<file path="src/rtl/sfb_pkg.sv">
package sfb_pkg;
   // Field placement inside the data word; handlers decode these positions.
   localparam int OP_STICKY_LSB = 8;
   localparam int OP_STICKY_N   = 4;
   localparam int OP_LIVE_LSB   = 4;
   localparam int OP_LIVE_N     = 4;
   localparam int XERR_LSB      = 2;
   localparam int XERR_N        = 4;
   localparam int SCK_LSB       = 0;
   localparam int SCK_N         = 2;
   localparam int OP_TOP_BIT    = OP_STICKY_LSB + OP_STICKY_N;

   // Register word addresses.
   localparam int RA_OP        = 0;
   localparam int RA_OP_MASK   = 1;
   localparam int RA_XERR      = 2;
   localparam int RA_XERR_EN   = 3;
   localparam int RA_SCK       = 4;
   localparam int RA_SCK_EN    = 5;
   localparam int RA_COUNT     = 6;
endpackage

</file>
<file path="src/rtl/sfb_w1c_bank.sv">
module sfb_w1c_bank #(
   parameter int WIDTH = 4
) (
   input  logic             clk,
   input  logic             rst_n,
   input  logic [WIDTH-1:0] set_i,
   input  logic [WIDTH-1:0] clr_i,
   output logic [WIDTH-1:0] q_o
);
   for (genvar b = 0; b < WIDTH; b++) begin : g_cell
      logic cell_q;
      always_ff @(posedge clk or negedge rst_n) begin
         if (!rst_n)          cell_q <= 1'b0;
         else if (set_i[b])   cell_q <= 1'b1;   // set beats clear
         else if (clr_i[b])   cell_q <= 1'b0;
      end
      assign q_o[b] = cell_q;
   end
endmodule

</file>
<file path="src/rtl/sfb_cfg_reg.sv">
module sfb_cfg_reg #(
   parameter int WIDTH = 4
) (
   input  logic             clk,
   input  logic             rst_n,
   input  logic             we_i,
   input  logic [WIDTH-1:0] d_i,
   output logic [WIDTH-1:0] q_o
);
   always_ff @(posedge clk or negedge rst_n) begin
      if (!rst_n)    q_o <= '0;
      else if (we_i) q_o <= d_i;
   end
endmodule

</file>
<file path="src/rtl/sfb_irq_merge.sv">
module sfb_irq_merge #(
   parameter int N       = 10,
   parameter bit IRQ_REG = 1'b1
) (
   input  logic         clk,
   input  logic         rst_n,
   input  logic [N-1:0] pend_i,
   output logic         irq_o
);
   logic any_pend;
   assign any_pend = |pend_i;

   if (IRQ_REG) begin : g_reg
      logic irq_q;
      always_ff @(posedge clk or negedge rst_n) begin
         if (!rst_n) irq_q <= 1'b0;
         else        irq_q <= any_pend;
      end
      assign irq_o = irq_q;
   end else begin : g_comb
      logic unused_clk;
      assign unused_clk = clk ^ rst_n;
      assign irq_o = any_pend;
   end
endmodule

</file>
<file path="src/rtl/spi_flag_bank.sv">
module spi_flag_bank
   import sfb_pkg::*;
#(
   parameter int DATA_W  = 32,
   parameter int ADDR_W  = 3,
   parameter bit IRQ_REG = 1'b1
) (
   input  logic              clk,
   input  logic              rst_n,
   input  logic              reg_wr,
   input  logic [ADDR_W-1:0] reg_addr,
   input  logic [DATA_W-1:0] reg_wdata,
   output logic [DATA_W-1:0] reg_rdata,
   input  logic [3:0]        op_evt,
   input  logic [3:0]        fifo_live,
   input  logic [3:0]        xerr_evt,
   input  logic [1:0]        sck_evt,
   output logic              irq
);
   localparam int PEND_N = OP_STICKY_N + XERR_N + SCK_N;

   if (DATA_W < OP_TOP_BIT) begin : g_bad_data_w
      $error("spi_flag_bank: DATA_W too small for the operational fields");
   end
   if ((1 << ADDR_W) < RA_COUNT) begin : g_bad_addr_w
      $error("spi_flag_bank: ADDR_W cannot reach every register");
   end

   // Write decode
   logic hit_op, hit_mask, hit_xerr, hit_xerr_en, hit_sck, hit_sck_en;
   assign hit_op      = reg_wr && (reg_addr == ADDR_W'(RA_OP));
   assign hit_mask    = reg_wr && (reg_addr == ADDR_W'(RA_OP_MASK));
   assign hit_xerr    = reg_wr && (reg_addr == ADDR_W'(RA_XERR));
   assign hit_xerr_en = reg_wr && (reg_addr == ADDR_W'(RA_XERR_EN));
   assign hit_sck     = reg_wr && (reg_addr == ADDR_W'(RA_SCK));
   assign hit_sck_en  = reg_wr && (reg_addr == ADDR_W'(RA_SCK_EN));

   logic [OP_STICKY_N-1:0] op_clr, op_sticky_q, op_mask_q;
   logic [XERR_N-1:0]      xerr_clr, xerr_q, xerr_en_q;
   logic [SCK_N-1:0]       sck_clr, sck_q, sck_en_q;

   assign op_clr   = hit_op   ? reg_wdata[OP_STICKY_LSB +: OP_STICKY_N] : '0;
   assign xerr_clr = hit_xerr ? reg_wdata[XERR_LSB +: XERR_N]           : '0;
   assign sck_clr  = hit_sck  ? reg_wdata[SCK_LSB +: SCK_N]             : '0;

   sfb_w1c_bank #(.WIDTH(OP_STICKY_N)) u_op_flags (
      .clk(clk), .rst_n(rst_n), .set_i(op_evt), .clr_i(op_clr), .q_o(op_sticky_q));
   sfb_w1c_bank #(.WIDTH(XERR_N)) u_xerr_flags (
      .clk(clk), .rst_n(rst_n), .set_i(xerr_evt), .clr_i(xerr_clr), .q_o(xerr_q));
   sfb_w1c_bank #(.WIDTH(SCK_N)) u_sck_flags (
      .clk(clk), .rst_n(rst_n), .set_i(sck_evt), .clr_i(sck_clr), .q_o(sck_q));

   sfb_cfg_reg #(.WIDTH(OP_STICKY_N)) u_op_mask (
      .clk(clk), .rst_n(rst_n), .we_i(hit_mask),
      .d_i(reg_wdata[OP_STICKY_LSB +: OP_STICKY_N]), .q_o(op_mask_q));
   sfb_cfg_reg #(.WIDTH(XERR_N)) u_xerr_en (
      .clk(clk), .rst_n(rst_n), .we_i(hit_xerr_en),
      .d_i(reg_wdata[XERR_LSB +: XERR_N]), .q_o(xerr_en_q));
   sfb_cfg_reg #(.WIDTH(SCK_N)) u_sck_en (
      .clk(clk), .rst_n(rst_n), .we_i(hit_sck_en),
      .d_i(reg_wdata[SCK_LSB +: SCK_N]), .q_o(sck_en_q));

   // Interrupt sources
   logic [PEND_N-1:0] pend;
   assign pend = {op_sticky_q & ~op_mask_q, xerr_q & xerr_en_q, sck_q & sck_en_q};

   sfb_irq_merge #(.N(PEND_N), .IRQ_REG(IRQ_REG)) u_irq (
      .clk(clk), .rst_n(rst_n), .pend_i(pend), .irq_o(irq));

   // Read mux
   always_comb begin
      reg_rdata = '0;
      case (reg_addr)
         ADDR_W'(RA_OP): begin
            reg_rdata[OP_STICKY_LSB +: OP_STICKY_N] = op_sticky_q;
            reg_rdata[OP_LIVE_LSB +: OP_LIVE_N]     = fifo_live;
         end
         ADDR_W'(RA_OP_MASK): reg_rdata[OP_STICKY_LSB +: OP_STICKY_N] = op_mask_q;
         ADDR_W'(RA_XERR):    reg_rdata[XERR_LSB +: XERR_N] = xerr_q;
         ADDR_W'(RA_XERR_EN): reg_rdata[XERR_LSB +: XERR_N] = xerr_en_q;
         ADDR_W'(RA_SCK):     reg_rdata[SCK_LSB +: SCK_N]   = sck_q;
         ADDR_W'(RA_SCK_EN):  reg_rdata[SCK_LSB +: SCK_N]   = sck_en_q;
         default:             reg_rdata = '0;
      endcase
   end

   logic unused_wdata;
   assign unused_wdata = ^reg_wdata;
endmodule

</file>
<file path="config.mk">
export PLATFORM = sky130hd
export DESIGN_NAME = spi_flag_bank
export DESIGN_NICKNAME = d
export VERILOG_FILES = /design/src/rtl/sfb_pkg.sv /design/src/rtl/sfb_w1c_bank.sv /design/src/rtl/sfb_cfg_reg.sv /design/src/rtl/sfb_irq_merge.sv /design/src/rtl/spi_flag_bank.sv
export SDC_FILE = /design/constraint.sdc
export NUM_CORES = 1
export LEC_CHECK = 0
export BUFFER_PORTS_ARGS = -buffer_cell sky130_fd_sc_hd__buf_2
export CAP_MARGIN = 5
export CORE_MARGIN = 4
export CORE_UTILIZATION = 34
export DETAILED_ROUTE_END_ITERATION = 8
export PLACE_DENSITY = 0.67
export SYNTH_ARGS = -nofsm -noshare
export SYNTH_HDL_FRONTEND = slang
export SYNTH_SLANG_ARGS = --single-unit
export TNS_END_PERCENT = 50
</file>
<file path="constraint.sdc">
create_clock -name clk -period 1.16 [get_ports clk]
set_input_delay 0.058 -clock clk [delete_from_list [all_inputs] [get_ports clk]]
set_output_delay 0.058 -clock clk [all_outputs]
set_load 0.01 [all_outputs]
</file>
# Word-level counts from Yosys, hierarchy flattened
# Cells that the tools add are included.
[totals]
mem_bits_ro = 0
memories = 0
latchBits = 0
reg_bits = 21
inputBits = 52
ram_bits = 0
[classes]
div_mod_pow = 0
reduce_logical = 18
multipliers = 0
n_bitwise = 4
add_sub_neg = 0
shifts = 0
n_mux = 28
n_eq_ne = 5
n_lt_le_gt_ge = 0
[op_table]
columns = ["op", "count"]
rows = [
  ["$mux W1", 20],
  ["$reduce_bool A2 Y1", 10],
  ["$reduce_or A10 Y1", 1],
  ["$and A4 B4 Y4", 2],
  ["$mux W4", 2],
  ["$pmux W2 S2", 2],
  ["$pmux W4 S2", 1],
  ["$eq A3 B2 Y1 const B", 2],
  ["$eq A3 B3 Y1 const B", 2],
  ["$logic_and A1 B1 Y1", 6],
  ["$pmux W2 S3", 1],
  ["$mux W2", 2],
  ["$not A4 Y4", 1],
  ["$eq A3 B1 Y1 const B", 1],
  ["$logic_not A3 Y1", 1],
  ["$and A2 B2 Y2", 1],
]

# Depth between registers and ports, before layout
[logic_depth]
word_depth = 5
depth_mapped = 5

# By module
# A second synthesis with hierarchy kept.
[hier_totals]
cells_unflattened = 148
area_unflattened_um2 = 1483.9
[modules_own_cells]
columns = ["mod", "seq_area_each_um2", "area_each_um2", "cells_per_inst", "n_inst"]
rows = [
  ["spi_flag_bank", 0.0, 636.9, 83, 1],
  ["sfb_w1c_bank at u_op_flags ...", 100.1, 175.2, 16, 2],
  ["sfb_cfg_reg at u_op_mask ...", 100.1, 145.1, 8, 2],
  ["sfb_w1c_bank at u_sck_flags", 50.0, 87.6, 8, 1],
  ["sfb_cfg_reg at u_sck_en", 50.0, 72.6, 4, 1],
  ["sfb_irq_merge", 25.0, 46.3, 5, 1],
]

# Worst setup path after synthesis
# No wires, ideal clock.
[synth_path]
kind = "input to register"
start = "in reg_addr[0]"
end = "reg u_xerr_en.q_o[0]"
path_stages = 5
required_time_ps = 1035
slack_ps = 84
t_arrival_ps = 951
path_buffers = 2
setup_time_ps = 125
cell_sequence = "buf_2 -> nand2_1 -> or2_1 -> buf_6 -> mux2_4"
[synth_via]
elab_chain_len = 2
[synth_rtl]
columns = ["element", "line", "source"]
rows = [
  ["start, declared", "spi_flag_bank.sv:11", "input logic [ADDR_W-1:0] reg_addr,"],
  ["$eq A3 B2 Y1", "spi_flag_bank.sv:34", "assign hit_xerr_en = reg_wr && (reg_addr == ADDR_W'(RA_XERR_EN));"],
  ["$logic_and A1 B1 Y1", "spi_flag_bank.sv:34", ""],
  ["end signal, assigned", "sfb_cfg_reg.sv:12", "else if (we_i) q_o <= d_i;"],
  ["end, declared", "sfb_cfg_reg.sv:8", "output logic [WIDTH-1:0] q_o"],
]
# Every way passes these cells.
# A chain may end at the register's enable or synchronous reset.

# Final worst setup path
[layout_path]
start = "reg u_xerr_flags.g_cell[2].cell_q"
end = "out reg_rdata[4]"
[layout_via]
elab_chain_len = 1
[layout_rtl]
columns = ["element", "line", "source"]
rows = [
  ["start, declared", "sfb_w1c_bank.sv:11", "logic cell_q;"],
  ["start signal, assigned", "sfb_w1c_bank.sv:13", "if (!rst_n) cell_q <= 1'b0;"],
  ["start signal, assigned", "sfb_w1c_bank.sv:14", "else if (set_i[b]) cell_q <= 1'b1;"],
  ["start signal, assigned", "sfb_w1c_bank.sv:15", "else if (clr_i[b]) cell_q <= 1'b0;"],
  ["$pmux W2 S3", "spi_flag_bank.sv:73", "case (reg_addr)"],
  ["end, declared", "spi_flag_bank.sv:13", "output logic [DATA_W-1:0] reg_rdata,"],
]
# Every way passes these cells.

==> results.py <==
metrics = {
    "run_status": {
        "status": "finished, violations left",
        "violations": "setup timing",
    },
    "placement": {
        "io_buffers": 42,
        "finalWeightedCongestion": 0.7477,
        "dp_hpwl_um": 2205,
        "dp.cells": 217,
    },
    "critical_path": {
        "crit_start": "u_xerr_flags.g_cell[2].cell_q",
        "worstSetupPathType": "reg2out",
        "cp-start-kind": "flop",
        "r2r-start": "u_xerr_en.q_o[2]",
        "critPathArrivalTime_ns": 1.24,
        "cp_slowest_cell": "dfrtp_1",
        "critPathMaxStageDelay_ns": 0.40,
        "cp-end-kind": "primary output",
        "cp_cell_sequence": "mux2_4 -> a22oi_2 -> nor2_1 -> buf_2",
        "path_buf_inv": 1,
        "worstPathMaxFanout": 3,
        "critical-path-top-delay-family": "flip-flops",
        "cp.required_ns": 1.10,
    },
    "finish": {
        "final_common_cell": "buf_2",
        "final_cell_mix": "42 x buf_2, 21 x dfrtp_1, 20 x conb_1, 12 x buf_4",
        "drive_gt1_share_pct": 42.55,
        "final_cells": 236,
        "fin_util_pct": 47.27,
        "synthToLayoutAreaGrowth_pct": 35.32,
        "antenna_cells": 0,
        "fin_nets": 241,
    },
    "clock_network": {
        "clk_pin_slew_ns": 0.08,
        "cts_tree": "built",
        "ctsRootBufferMaster": "clkbuf_8",
        "h-tree-depth": 1,
        "insertion_delay_ns": 0.25,
        "cts.sinks": 21,
        "clock_path_buffers": 2,
        "cts-buffers-inserted": 3,
    },
    "yosys": {
        "synthAdderAreaFrac_pct": 0,
        "synth_top_family_by_area": "multiplexers",
        "synth_cells": 122,
        "ys_seq_area_share_pct": 41.10,
        "yosysUniqueCellTypes": 27,
        "synth_area_per_cell_sq_um": 10.48,
        "syn_area_sq_mm": 0.001279,
        "yosysWarnings": 0,
        "synth_seq_cells": 21,
        "synth-compound-area-share_pct": 10.18,
        "synthSimpleGateAreaFrac_pct": 14.97,
        "synthTopCellsByArea": "dfrtp_1 41%, buf_4 12%, mux2_2 7.0%",
        "yosys.area_share.xor_xnor_pct": 0,
        "synth_top_area_share_pct": 41.10,
        "yosys.area.top_type": "dfrtp_1",
        "synth_mux_area_share_pct": 18.00,
    },
    "pwr": {
        "peakVddDrop_mv": 0.5016,
        "p_per_area_mw_per_mm2": 1079,
        "p_leak_nw": 0.8453,
    },
    "detailed_routing": {
        "drt-total-wl_um": 2958,
        "viasPerCell": 4.386,
        "vias": 1035,
        "wl_per_cell_um": 12.53,
        "antenna_left": 0,
        "dr.pass1.iters": 2,
        "drcViolationCount": 0,
        "drt_iter0_markers": 37,
    },
    "timing": {
        "fmax_ghz": 0.7710,
        "skew_ns": 0.003263,
        "layout_setup_ws_ns": -0.1370,
        "rsz0062_at_grt": "true",
        "setup_viol": 2,
        "hold_violations": 0,
        "slew_viol_final": 0,
        "fin_crit_ns": 1.297,
        "timing.final.crit_share_pct": 111.8,
    },
    "die": {
        "die_w_um": 69.33,
        "die_y_um": 69.33,
        "rows": 22,
        "die_area_sq_mm": 0.004806,
        "core_area_sq_mm": 0.003661,
        "start_util_pct": 34.93,
        "io_pins": 85,
    },
    "global_route": {
        "grt_remaining_overflow": 0,
        "grt_pass1_wl_um": 4595,
        "grt_pass1_vias": 1026,
        "grt_max_degree": 22,
        "antenna_found_initial": 0,
        "track_usage_pct": 11.65,
    },
    "job": {
        "cap_violations": 0,
    },
    "hold_path": {
        "hp-class": "in2reg",
        "min_from": "reg_wdata[2]",
    },
}
Yosys cell counts, drive strengths merged:
cell and number:
nand2 9, a22o 1, dfrtp 21, nor4b 1
a221oi 1, a22oi 5, and4bb 1, nand4 1
conb 1, nor2 12, nor2b 1, inv 4
nor3b 2, mux2i 8, nand3 3, buf 24
and2b 1, or2 2, mux2 12, nand2b 2
a21o 10
per-stage QoR:
stage	setup TNS, ns	setup slack [ns]	power [mW]	hold slack, ns	cell area, sq um
final	-0.2636	-0.1370	1.866	0.04651	1730
after floorplan	0	0.08365	1.203	-0.2376	1350
after global placement	-0.001823	-0.001823	1.318	0.04113	1513
after global routing	-0.4045	-0.1970	1.981	0.03674	1730
after detailed placement	-0.05707	-0.02199	1.329	0.04929	1513
after CTS	-0.3044	-0.1542	1.873	0.04446	1705
worst paths after layout:
check	cells past startpoint	slack (ns)	to
setup / recovery	4	-0.14	reg_rdata[4]
min in group asynchronous	2	0.29	u_xerr_flags.g_cell[2].cell_q
max in group asynchronous	2	0.53	u_op_flags.g_cell[1].cell_q
hold / removal	2	0.05	u_xerr_en.q_o[0]
hold reg to reg	1	0.52	u_op_flags.g_cell[2].cell_q
setup reg to reg	4	0.02	u_irq.irq_o
metal layers:
metal	vias up	global-route usage, %	routed length [um]
met3	2	3.188	224
met4	0	3.471	20
met1	475	14.86	1326
met5	-	0	0
met2	46	19.17	1386
li1	512	-	-
sequential cells by signal, indices dropped and copies added (netlist names):
name                        cells
u_sck_flags.g_cell.cell_q       2
u_sck_en.q_o                    2
u_op_flags.g_cell.cell_q        4
u_irq.irq_o                     1
u_op_mask.q_o                   4
u_xerr_en.q_o                   4
u_xerr_flags.g_cell.cell_q      4
where the power goes:
part           internal [mW]  total [mW]  switching (mW)
combinational          0.294       0.510           0.216
sequential             0.816       0.884          0.0675
clock                  0.239       0.472           0.233
repair_timing:
item	CTS	global route
hold buffers	11	0
setup endpoints to repair	3	4
hold endpoints to repair	31	0
setup buffers	3	1
resized for setup	3	4
pin swaps	0	1
area by class of cell:
cell class,count,area [sq um]
clock buffers,3,41.29
clock inverters,1,5.005
fillers,353,1931
inverters,4,15.01
multi-input cells,92,650.6
flip-flops and latches,21,525.5
well taps,48,60.06
repair buffers,67,432.9
kinds of logic (layout without fill, tap and decap cells):
group           count (synthesis)  count (layout)
other cells                     1              20
simple gates                   35              35
flops                          21              21
buf+inv                        28              75
mux                            20              20
compound gates                 17              17
Power figures use the tool's default switching activity.
